## src/rtl/rcs_pkg.sv

```systemverilog
package rcs_pkg;
  typedef enum logic [1:0] {
    KIND_NONE   = 2'd0,
    KIND_WINDOW = 2'd1,
    KIND_ROW    = 2'd2,
    KIND_FENCE  = 2'd3
  } descKind_e;

  typedef struct packed {
    logic capture;
    logic calcDims;
    logic calcChunk;
    logic nextRow;
    logic nextChunk;
  } stepCtl_t;
endpackage

```

## src/rtl/rcs_datapath.sv

```systemverilog
module rcs_datapath
  import rcs_pkg::*;
#(
  parameter int DIM_W       = 14,
  parameter int BLK_W       = 4,
  parameter int BPE_W       = 5,
  parameter int ADDR_W      = 32,
  parameter int SP_W        = 28,
  parameter int STAGE_BYTES = 4096
) (
  input  logic                   clk,
  input  logic                   rstN,
  input  stepCtl_t               ctl,
  input  descKind_e              kind,
  input  logic                   toImage,
  input  logic [DIM_W-1:0]       widthPx,
  input  logic [DIM_W-1:0]       heightPx,
  input  logic [DIM_W-1:0]       depth,
  input  logic [BLK_W-1:0]       blkW,
  input  logic [BLK_W-1:0]       blkH,
  input  logic [BPE_W-1:0]       bpe,
  input  logic [ADDR_W-1:0]      bufBase,
  input  logic [DIM_W-1:0]       bufPitchBlk,
  input  logic [SP_W-1:0]        bufSlicePitchBlk,
  input  logic [ADDR_W-1:0]      stageBase,
  output logic                   dirToImage,
  output logic                   lastRow,
  output logic                   lastChunk,
  output logic                   lastSlice,
  output logic [DIM_W-1:0]       descSlice,
  output logic [DIM_W-1:0]       descRow,
  output logic [DIM_W-1:0]       descRows,
  output logic [ADDR_W-1:0]      descSrc,
  output logic [ADDR_W-1:0]      descDst,
  output logic [DIM_W+BPE_W-1:0] descBytes
);
  localparam int ROWB_W = DIM_W + BPE_W;
  localparam int SB_W   = DIM_W + 1 + BPE_W;

  // captured job parameters
  logic              toImageQ;
  logic [DIM_W-1:0]  widthQ, heightQ, depthQ, pitchQ;
  logic [BLK_W-1:0]  blkWQ, blkHQ;
  logic [BPE_W-1:0]  bpeQ;
  logic [ADDR_W-1:0] bufBaseQ, stageBaseQ;
  logic [SP_W-1:0]   slicePitchQ;

  // derived geometry and walk position
  logic [DIM_W-1:0]  hBlk, vBlk, rowsPerChunk, rowBase, sliceIdx, rIdx;

  function automatic logic [31:0] floorPow2(input logic [31:0] v);
    logic [31:0] r;
    r = 32'd1;
    for (int i = 0; i < 32; i++) begin
      if (v[i]) r = 32'd1 << i;
    end
    return r;
  endfunction

  logic [BLK_W-1:0]  wDiv, hDiv;
  logic [DIM_W:0]    stagePitch;
  logic [SB_W-1:0]   stageRowBytes;
  logic [31:0]       fitRows, maxRows;
  logic [DIM_W-1:0]  remaining, chunkRows, curRow;

  assign wDiv = (blkWQ == '0) ? BLK_W'(1) : blkWQ;
  assign hDiv = (blkHQ == '0) ? BLK_W'(1) : blkHQ;
  assign stagePitch    = ({1'b0, hBlk} + (DIM_W+1)'(3)) & {{(DIM_W-1){1'b1}}, 2'b00};
  assign stageRowBytes = SB_W'(stagePitch) * SB_W'(bpeQ);

  always_comb begin
    if (stageRowBytes == '0) fitRows = 32'(STAGE_BYTES);
    else                     fitRows = 32'(STAGE_BYTES) / 32'(stageRowBytes);
    maxRows = (fitRows < 32'(heightQ)) ? fitRows : 32'(heightQ);
    if (maxRows == 32'd0) maxRows = 32'd1;
  end

  assign remaining = vBlk - rowBase;
  assign chunkRows = (remaining < rowsPerChunk) ? remaining : rowsPerChunk;
  assign curRow    = rowBase + rIdx;

  assign dirToImage = toImageQ;
  assign lastRow    = (rIdx + DIM_W'(1)) == chunkRows;
  assign lastChunk  = (32'(rowBase) + 32'(rowsPerChunk)) >= 32'(vBlk);
  assign lastSlice  = (sliceIdx + DIM_W'(1)) == depthQ;

  logic [ADDR_W-1:0] bufAddr, stageAddr;
  assign bufAddr = bufBaseQ
                 + ADDR_W'(sliceIdx) * ADDR_W'(slicePitchQ) * ADDR_W'(bpeQ)
                 + ADDR_W'(curRow) * ADDR_W'(pitchQ) * ADDR_W'(bpeQ);
  assign stageAddr = stageBaseQ + ADDR_W'(rIdx) * ADDR_W'(stagePitch) * ADDR_W'(bpeQ);

  always_comb begin
    descSlice = '0;
    descRow   = '0;
    descRows  = '0;
    descSrc   = '0;
    descDst   = '0;
    descBytes = '0;
    case (kind)
      KIND_WINDOW: begin
        descSlice = sliceIdx;
        descRow   = rowBase;
        descRows  = chunkRows;
        if (toImageQ) descSrc = stageBaseQ;
        else          descDst = stageBaseQ;
      end
      KIND_ROW: begin
        descSlice = sliceIdx;
        descRow   = curRow;
        descRows  = DIM_W'(1);
        descBytes = ROWB_W'(hBlk) * ROWB_W'(bpeQ);
        descSrc   = toImageQ ? bufAddr : stageAddr;
        descDst   = toImageQ ? stageAddr : bufAddr;
      end
      default: ;
    endcase
  end

  always_ff @(posedge clk) begin
    if (!rstN) begin
      toImageQ     <= 1'b0;
      widthQ       <= '0;
      heightQ      <= '0;
      depthQ       <= '0;
      pitchQ       <= '0;
      blkWQ        <= '0;
      blkHQ        <= '0;
      bpeQ         <= '0;
      bufBaseQ     <= '0;
      stageBaseQ   <= '0;
      slicePitchQ  <= '0;
      hBlk         <= '0;
      vBlk         <= '0;
      rowsPerChunk <= '0;
      rowBase      <= '0;
      sliceIdx     <= '0;
      rIdx         <= '0;
    end else begin
      if (ctl.capture) begin
        toImageQ    <= toImage;
        widthQ      <= widthPx;
        heightQ     <= heightPx;
        depthQ      <= depth;
        pitchQ      <= bufPitchBlk;
        blkWQ       <= blkW;
        blkHQ       <= blkH;
        bpeQ        <= bpe;
        bufBaseQ    <= bufBase;
        stageBaseQ  <= stageBase;
        slicePitchQ <= bufSlicePitchBlk;
      end
      if (ctl.calcDims) begin
        hBlk <= DIM_W'((32'(widthQ) + 32'(wDiv) - 32'd1) / 32'(wDiv));
        vBlk <= DIM_W'((32'(heightQ) + 32'(hDiv) - 32'd1) / 32'(hDiv));
      end
      if (ctl.calcChunk) begin
        rowsPerChunk <= DIM_W'(floorPow2(maxRows));
        rowBase      <= '0;
        sliceIdx     <= '0;
        rIdx         <= '0;
      end
      if (ctl.nextRow) rIdx <= rIdx + DIM_W'(1);
      if (ctl.nextChunk) begin
        rIdx <= '0;
        if (lastChunk) begin
          rowBase  <= '0;
          sliceIdx <= sliceIdx + DIM_W'(1);
        end else begin
          rowBase <= rowBase + rowsPerChunk;
        end
      end
    end
  end
endmodule

```

## src/rtl/rcs_control.sv

```systemverilog
module rcs_control
  import rcs_pkg::*;
(
  input  logic      clk,
  input  logic      rstN,
  input  logic      start,
  input  logic      descReady,
  input  logic      dirToImage,
  input  logic      lastRow,
  input  logic      lastChunk,
  input  logic      lastSlice,
  output stepCtl_t  ctl,
  output descKind_e kind,
  output logic      descValid,
  output logic      done
);
  typedef enum logic [1:0] {ST_IDLE, ST_DIMS, ST_CHUNK, ST_EMIT} state_e;

  state_e     state;
  logic [1:0] phase;
  logic       fire;
  logic       finalFire;

  // phase 0..3 per chunk; direction picks which half carries the rows
  always_comb begin
    kind = KIND_NONE;
    if (state == ST_EMIT) begin
      case (phase)
        2'd0:    kind = dirToImage ? KIND_ROW : KIND_WINDOW;
        2'd2:    kind = dirToImage ? KIND_WINDOW : KIND_ROW;
        default: kind = KIND_FENCE;
      endcase
    end
  end

  assign descValid = (state == ST_EMIT);
  assign fire      = descValid && descReady;
  assign finalFire = fire && (phase == 2'd3) && lastChunk && lastSlice;

  always_comb begin
    ctl           = '0;
    ctl.capture   = (state == ST_IDLE) && start;
    ctl.calcDims  = (state == ST_DIMS);
    ctl.calcChunk = (state == ST_CHUNK);
    ctl.nextRow   = fire && (kind == KIND_ROW) && !lastRow;
    ctl.nextChunk = fire && (phase == 2'd3);
  end

  always_ff @(posedge clk) begin
    if (!rstN) begin
      state <= ST_IDLE;
      phase <= 2'd0;
      done  <= 1'b0;
    end else begin
      done <= finalFire;
      case (state)
        ST_IDLE:  if (start) state <= ST_DIMS;
        ST_DIMS:  state <= ST_CHUNK;
        ST_CHUNK: begin
          state <= ST_EMIT;
          phase <= 2'd0;
        end
        ST_EMIT: begin
          if (fire && !(kind == KIND_ROW && !lastRow)) begin
            if (phase == 2'd3) begin
              phase <= 2'd0;
              if (lastChunk && lastSlice) state <= ST_IDLE;
            end else begin
              phase <= phase + 2'd1;
            end
          end
        end
        default: state <= ST_IDLE;
      endcase
    end
  end
endmodule

```

## src/rtl/row_chunk_seq.sv

```systemverilog
module row_chunk_seq
  import rcs_pkg::*;
#(
  parameter int DIM_W       = 14,
  parameter int BLK_W       = 4,
  parameter int BPE_W       = 5,
  parameter int ADDR_W      = 32,
  parameter int SP_W        = 28,
  parameter int STAGE_BYTES = 4096
) (
  input  logic                   clk,
  input  logic                   rstN,
  input  logic                   start,
  input  logic                   toImage,
  input  logic [DIM_W-1:0]       widthPx,
  input  logic [DIM_W-1:0]       heightPx,
  input  logic [DIM_W-1:0]       depth,
  input  logic [BLK_W-1:0]       blkW,
  input  logic [BLK_W-1:0]       blkH,
  input  logic [BPE_W-1:0]       bpe,
  input  logic [ADDR_W-1:0]      bufBase,
  input  logic [DIM_W-1:0]       bufPitchBlk,
  input  logic [SP_W-1:0]        bufSlicePitchBlk,
  input  logic [ADDR_W-1:0]      stageBase,
  output logic                   descValid,
  input  logic                   descReady,
  output logic [1:0]             descKind,
  output logic [DIM_W-1:0]       descSlice,
  output logic [DIM_W-1:0]       descRow,
  output logic [DIM_W-1:0]       descRows,
  output logic [ADDR_W-1:0]      descSrc,
  output logic [ADDR_W-1:0]      descDst,
  output logic [DIM_W+BPE_W-1:0] descBytes,
  output logic                   done
);
  stepCtl_t  ctl;
  descKind_e kind;
  logic      dirToImage, lastRow, lastChunk, lastSlice;

  rcs_control u_ctrl (
    .clk(clk), .rstN(rstN), .start(start), .descReady(descReady),
    .dirToImage(dirToImage), .lastRow(lastRow), .lastChunk(lastChunk),
    .lastSlice(lastSlice), .ctl(ctl), .kind(kind),
    .descValid(descValid), .done(done)
  );

  rcs_datapath #(
    .DIM_W(DIM_W), .BLK_W(BLK_W), .BPE_W(BPE_W),
    .ADDR_W(ADDR_W), .SP_W(SP_W), .STAGE_BYTES(STAGE_BYTES)
  ) u_path (
    .clk(clk), .rstN(rstN), .ctl(ctl), .kind(kind), .toImage(toImage),
    .widthPx(widthPx), .heightPx(heightPx), .depth(depth),
    .blkW(blkW), .blkH(blkH), .bpe(bpe), .bufBase(bufBase),
    .bufPitchBlk(bufPitchBlk), .bufSlicePitchBlk(bufSlicePitchBlk),
    .stageBase(stageBase), .dirToImage(dirToImage), .lastRow(lastRow),
    .lastChunk(lastChunk), .lastSlice(lastSlice), .descSlice(descSlice),
    .descRow(descRow), .descRows(descRows), .descSrc(descSrc),
    .descDst(descDst), .descBytes(descBytes)
  );

  assign descKind = kind;
endmodule

```

## config.mk

```make
export PLATFORM = sky130hd
export DESIGN_NAME = row_chunk_seq
export DESIGN_NICKNAME = d
export VERILOG_FILES = /design/src/rtl/rcs_pkg.sv /design/src/rtl/rcs_datapath.sv /design/src/rtl/rcs_control.sv /design/src/rtl/row_chunk_seq.sv
export SDC_FILE = /design/constraint.sdc
export NUM_CORES = 2
export LEC_CHECK = 0
export CAP_MARGIN = 0
export CORE_UTILIZATION = 61
export DETAILED_ROUTE_END_ITERATION = 16
export PLACE_DENSITY_LB_ADDON = 0.08
export SETUP_SLACK_MARGIN = 0.05
export SYNTH_ARGS = -nofsm -noshare
export SYNTH_HDL_FRONTEND = slang
export SYNTH_SLANG_ARGS = --single-unit
```

## constraint.sdc

```tcl
create_clock -name clk -period 107.8 [get_ports clk]
set_input_delay 21.56 -clock clk [delete_from_list [all_inputs] [get_ports clk]]
set_output_delay 21.56 -clock clk [all_outputs]
set_load 0.05 [all_outputs]
```

Yosys cells after proc, flatten, opt, wreduce, memory -nomap -nowiden --
Index checks and enable logic that the tools add are counted.
Word-level totals: input port bits 166, bits in registers 251
Cells by class: reduce and logical (&&, ||, !) cells 25, bitwise operators 1, $add $sub $neg 15, multiply operators 8, mux-type cells 66, equal/unequal tests 13, order comparisons 3, divide/modulo/power cells 3
Operators with widths (count):
- 2-to-1 mux 14 bit | 28
- 2-to-1 mux 32 bit | 7
- one-hot mux 32 bit (2 select lines) | 2
- adder 32 bit | 3
- divider 32 x 4 -> 32 bit | 2
- subtractor 32 x 1 -> 32 bit (second input constant) | 2
- one-hot mux 14 bit (2 select lines) | 2
- divider 13 x 20 -> 32 bit (first input constant) | 1
- greater-or-equal comparator 32 x 14 -> 1 bit | 1
- logical NOT 32 bit | 1
- < comparator 32 x 14 -> 1 bit | 1
- multiplier 14 x 28 -> 32 bit | 1
- multiplier 28 x 5 -> 32 bit | 1
- multiplier 32 x 5 -> 32 bit | 1
- adder 14 x 4 -> 15 bit | 2
- multiplier 27 x 5 -> 30 bit | 1
- adder 14 x 1 -> 14 bit (second input constant) | 2
- adder 14 bit | 2
- == test 14 bit | 2
- multiplier 14 x 14 -> 28 bit | 1
- multiplier 14 x 13 -> 27 bit | 1
- logical NOT 20 bit | 1
- 2-to-1 mux 2 bit | 10
- multiplier 14 x 5 -> 19 bit | 1
- 32 further kinds | 58

Logic depth before layout (Yosys ltp) --
word-level depth 39, mapped depth 600

Modules after synthesis --
A second synthesis with hierarchy kept.
Second synthesis, totals: cells, all modules 14241, area, all modules 109435.0 um^2
Modules (own cells, without submodules):
- rcs_datapath | area an instance 108982.0 um^2, cells each 14191, times used 1
- rcs_control | area an instance 452.9 um^2, cells each 50, times used 1

Least setup slack after synthesis --
OpenSTA, ideal clock, no wires.
path kind reg2reg, from register u_path.hBlk[2], to register u_path.rowsPerChunk[12], path slack 9.989 ns, setup time 0.086 ns, stages on the path, launching flop included 593, arrival 97.726 ns, path buffers 50, cell sequence dfxtp_1 -> o21a_1 -> nand2_1 -> xnor2_1 -> clkbuf_1 -> nand2_1 -> fa_1 -> fa_1 -> fa_1 -> inv_1 -> ha_1 -> a21oi_1 -> o21bai_1 -> a21oi_1 -> o21bai_1 -> a21oi_1 -> o21bai_1 -> a21oi_1 -> (+557 left out) -> nor2_1 -> clkbuf_1 -> nand2_1 -> o21ai_0 -> ha_1 -> a21o_1 -> a21o_1 -> a211oi_1 -> a21oi_1 -> o21ai_0 -> a21oi_1 -> o41ai_1 -> nand3_1 -> a21oi_1 -> clkbuf_1 -> o211ai_1 -> o311a_1 -> a211oi_1
On the way: word-level cells in the longest chain between the ends 28
RTL lines:
- start, declared | RTL line rcs_datapath.sv:49 | logic [DIM_W-1:0] hBlk, vBlk, rowsPerChunk, rowBase, sliceIdx, rIdx;
- start signal, assigned | RTL line rcs_datapath.sv:154 | hBlk <= DIM_W'((32'(widthQ) + 32'(wDiv) - 32'd1) / 32'(wDiv));
- adder 14 x 2 -> 15 bit * | RTL line rcs_datapath.sv:68 | assign stagePitch = ({1'b0, hBlk} + (DIM_W+1)'(3)) & {{(DIM_W-1){1'b1}}, 2'b00};
- multiplier 13 x 5 -> 18 bit * | RTL line rcs_datapath.sv:69 | assign stageRowBytes = SB_W'(stagePitch) * SB_W'(bpeQ);
- divider 13 x 20 -> 32 bit or logical NOT 20 bit (tied branches) | RTL line rcs_datapath.sv:73, rcs_datapath.sv:72
- 2-to-1 mux 32 bit * | RTL line rcs_datapath.sv:72 | if (stageRowBytes == '0) fitRows = 32'(STAGE_BYTES);
- < comparator 32 x 14 -> 1 bit | RTL line rcs_datapath.sv:74 | maxRows = (fitRows < 32'(heightQ)) ? fitRows : 32'(heightQ);
- 2-to-1 mux 32 bit * | RTL line rcs_datapath.sv:74
- logical NOT 32 bit | RTL line rcs_datapath.sv:75 | if (maxRows == 32'd0) maxRows = 32'd1;
- 2-to-1 mux 32 bit * | RTL line rcs_datapath.sv:75
- 2-to-1 mux 13 bit | RTL line rcs_datapath.sv:55 | if (v[i]) r = 32'd1 << i;
- 2-to-1 mux 14 bit (18 in series) | RTL line rcs_datapath.sv:55
- 2-to-1 mux 14 bit * | RTL line rcs_datapath.sv:55
- end signal, assigned | RTL line rcs_datapath.sv:158 | rowsPerChunk <= DIM_W'(floorPow2(maxRows));
- end, declared | RTL line rcs_datapath.sv:49
Mark *: on every way between the ends. The rest lies on a longest branch, timed or not. A chain may end at the register's enable or synchronous reset.

Worst setup path after layout --
from register u_path.hBlk[2], to register u_path.rowsPerChunk[9]
On the way: word-level cells in the longest chain between the ends 31
RTL lines (RTL line):
- adder 14 x 2 -> 15 bit * | rcs_datapath.sv:68
- multiplier 13 x 5 -> 18 bit * | rcs_datapath.sv:69
- divider 13 x 20 -> 32 bit or logical NOT 20 bit (tied branches) | rcs_datapath.sv:73, rcs_datapath.sv:72
- 2-to-1 mux 32 bit * | rcs_datapath.sv:72
- < comparator 32 x 14 -> 1 bit | rcs_datapath.sv:74
- 2-to-1 mux 32 bit * | rcs_datapath.sv:74
- logical NOT 32 bit | rcs_datapath.sv:75
- 2-to-1 mux 32 bit * | rcs_datapath.sv:75
- 2-to-1 mux 10 bit | rcs_datapath.sv:55
- 2-to-1 mux 11 bit | rcs_datapath.sv:55
- 2-to-1 mux 12 bit | rcs_datapath.sv:55
- 2-to-1 mux 13 bit | rcs_datapath.sv:55
- 2-to-1 mux 14 bit (18 in series) | rcs_datapath.sv:55
- 2-to-1 mux 14 bit * | rcs_datapath.sv:55
Marks and branches as above.

==> results by group <==
Worst setup path
  – Crit path largest cell delay: 560 ps
  – Worst EP arrival: 99610 ps
  – Slowest CP cell: fa_1
  – Worst Setup SP: u_path.hBlk[2]
  – Crit Path Max Fanout: 35
  – Worst reg2reg path depth: 567
  – Reg2reg start: u_path.hBlk[2]
  – Required time worst endpoint: 108330 ps
  – Reg2Reg Setup Slack: 8720 ps
  – Crit path launch type: flip-flop
  – Kind of critical path: reg -> reg
  – R2r endpoint: u_path.rowsPerChunk[9]
  – Setup crit end kind: flip-flop
  – Crit path top cell by count: a21o_1

Global route
  – Initial antenna violation count: 17
  – Total Routing Usage GR: 38.02%
  – Via count of the first global-routing pass: 105.3k
  – First-pass GRT wire length: 562.1 mm
  – GR Overflow Total: 0
  – Pin count of the biggest net entering global routing: 84

Clocking
  – H-tree levels: 2
  – CTS tree: done
  – Clock latency on the worst-skew pair: 640 ps
  – CTS Sinks: 251
  – Clk buf depth: 3
  – Clock transition at path regs: 60 ps
  – Root Driver: clkbuf_16
  – Num CTS Buffers: 36

Hold path
  – Worst Hold Launch: u_path.bufBaseQ[4]
  – Hold-critical path depth: 2
  – Hold crit path type: reg -> reg
  – Hold path endpoint: u_path.bufBaseQ[4]

Die
  – Die area: 181500 µm²
  – Starting Density: 61.46%
  – Die height: 426.0 µm
  – IO Pins: 295
  – Core Area: 178400 µm²
  – Die width: 426.0 µm
  – Row cnt: 155

Logic synthesis
  – Post-synth EDFFs: 0
  – Synthesized flop and latch total: 251
  – Synth async-reset ratio: 0%
  – Mapped Area: 109700 µm²
  – Syn Nets: 16.83k
  – Register area share after synthesis: 4.582%
  – Synth Area in Simple Gates: 26.19%
  – Post-synthesis average cell area: 7.492 µm²
  – Yosys warns: 0
  – Largest family of logic cells by synthesized area: adder cells
  – Mux contribution to synthesized area: 2.822%
  – Synth Area in XOR/XNOR: 8.105%
  – Compound-Gate Fraction of Synth Area: 22.04%
  – Post-Synth Adder-Cell Area: 29.62%
  – Top FF cell, synth: dfxtp_1
  – Library cells used by synthesis: 193
  – Mapped Cells: 14.64k

Place
  – Gpl congestion: 0.9689
  – HPWL Detailed: 284.2 mm
  – Port-buffer cells: 294

Routing
  – Number of DRC markers in iteration 0: 8798
  – Vias: 107.8k
  – DRT antenna net count: 0
  – Top routing layer used: met5
  – Met1 wire length: 148.4 mm
  – Post-route DRC violation count: 0
  – Initial DRT Pass Iterations: 6
  – Routed vias/inst: 6.356
  – DRT Wirelength: 353.4 mm
  – Met3 routed WL: 27.05 mm
  – Wire per inst: 20.83 µm
  – Met2 routed WL: 159.7 mm

Status
  – Status: complete, but fails checks
  – Failing checks: capacitance limit

Finish
  – Register area: 5046 µm²
  – Commonest non-fill, non-tap cell in the layout: nand2_1
  – Regs by FF count: u_path.bufBaseQ (32), u_path.stageBaseQ (32), u_path.slicePitchQ (28)
  – Fillers: 15.82k
  – Final Core Density: 65.03%
  – Final #Nets: 16.76k
  – Multi-input logic area: 97740 µm²
  – Layout area overhead: 5.807%
  – Share of cells above drive strength 1: 6.126%
  – Most frequent cells in the layout: nand2_1, inv_1, nor2_1, ha_1, a21oi_1

STA
  – Worst rel slew slack: 0.3706%
  – Final setup fails: 0
  – Final period util: 91.91%
  – Setup TNS: 0 ps
  – Fin. max-slew vios: 0
  – Clock Skews: 24.51 ps
  – RSZ-0062 raised after global routing: false
  – F_max: 10.09 MHz
  – Worst slew pin tran: 1481 ps
  – Hold Fails Final Rpt: 0
  – Tmin final: 99080 ps

Job
  – Max Cap Viol: 1
## cells by family after synthesis
logic type,Yosys count
and+or+nand+nor,5632
DFF,251
AOI/OAI and AO/OA,3568
adders and majority gates,2037
xor gates and xnor gates,1008
muxes,286
other,1
buffers and inverters,1854
## metal layers
metal  vias to the layer above  track usage, %
met5                         -               0
met4                         6           18.11
met3                       735           5.128
met2                      4299           61.93
met1                     51990           49.59
li1                      50800               -
## per-stage QoR
stage               setup slack (ps)  area (µm²)  hold WS, ps  cells
floorplan                       9989      109700        436.3  14640
global placement                6948      114400        448.3  16870
detailed placement              3782      114400        455.0  16870
CTS                             3278      115600        464.0  16930
global route                   51.35      116000        478.8  16960
finish                          8724      116000        468.7  16960
## Yosys cell counts, types with 161 or more instances
cell	number	area [µm²]
nand2_1	1850	6944
inv_1	1275	4786
nor2_1	1095	4110
ha_1	1093	13680
a21oi_1	1002	5015
fa_1	934	18700
and2_1	730	4567
xnor2_1	684	5991
o21ai_0	606	3033
clkbuf_1	451	1693
a21o_1	397	2980
xor2_1	317	2776
nor3_1	291	1456
dfxtp_1	251	5025
nand3_1	248	1241
nand2b_1	238	1489
o21a_1	163	1224
and3_1	161	1007
## worst max-delay path, delay by kind of cell (launching register included)
family	cells	cell delay (ps)
AOI/OAI and AO/OA	316	55430
xor gates and xnor gates	2	330
adders and majority gates	32	10500
buffers and inverters	26	5010
DFF	1	460
muxes	11	3120
and+or+nand+nor	180	23920
## worst max-delay path by stage
| stage | endpoint | slack, ps | cells past startpoint |
|---|---|---|---|
| final | u_path.rowsPerChunk[9] | 8720 | 567 |
| after global routing | u_path.rowsPerChunk[0] | 50 | 567 |
| after CTS | u_path.rowsPerChunk[3] | 3280 | 560 |
| after detailed placement | u_path.rowsPerChunk[3] | 3780 | 558 |
| after global placement | u_path.rowsPerChunk[3] | 6950 | 561 |
| after floorplan | u_path.rowsPerChunk[12] | 9990 | 592 |
## timing repair
| action | 4_1_cts | 5_1_grt |
|---|---|---|
| hold buffers | 0 | 0 |
| resized for setup | 0 | 54 |
| buffers inserted | 0 | 14 |
| endpoints found under the setup margin | 0 | 14 |
## layout make-up
class | instances | area share (%)
multi-input combinational | 12540 | 84.24
sequential | 251 | 4.349
inverter | 1288 | 4.181
timing repair buffer | 455 | 3.601
tap | 2355 | 2.540
clock buffer | 50 | 0.8908
clock inverter | 15 | 0.1661
antenna | 15 | 0.03235
Power is left out: the tool's default activity adds up to more than one toggle a clock period on the data nets, which glitch-free logic cannot reach.
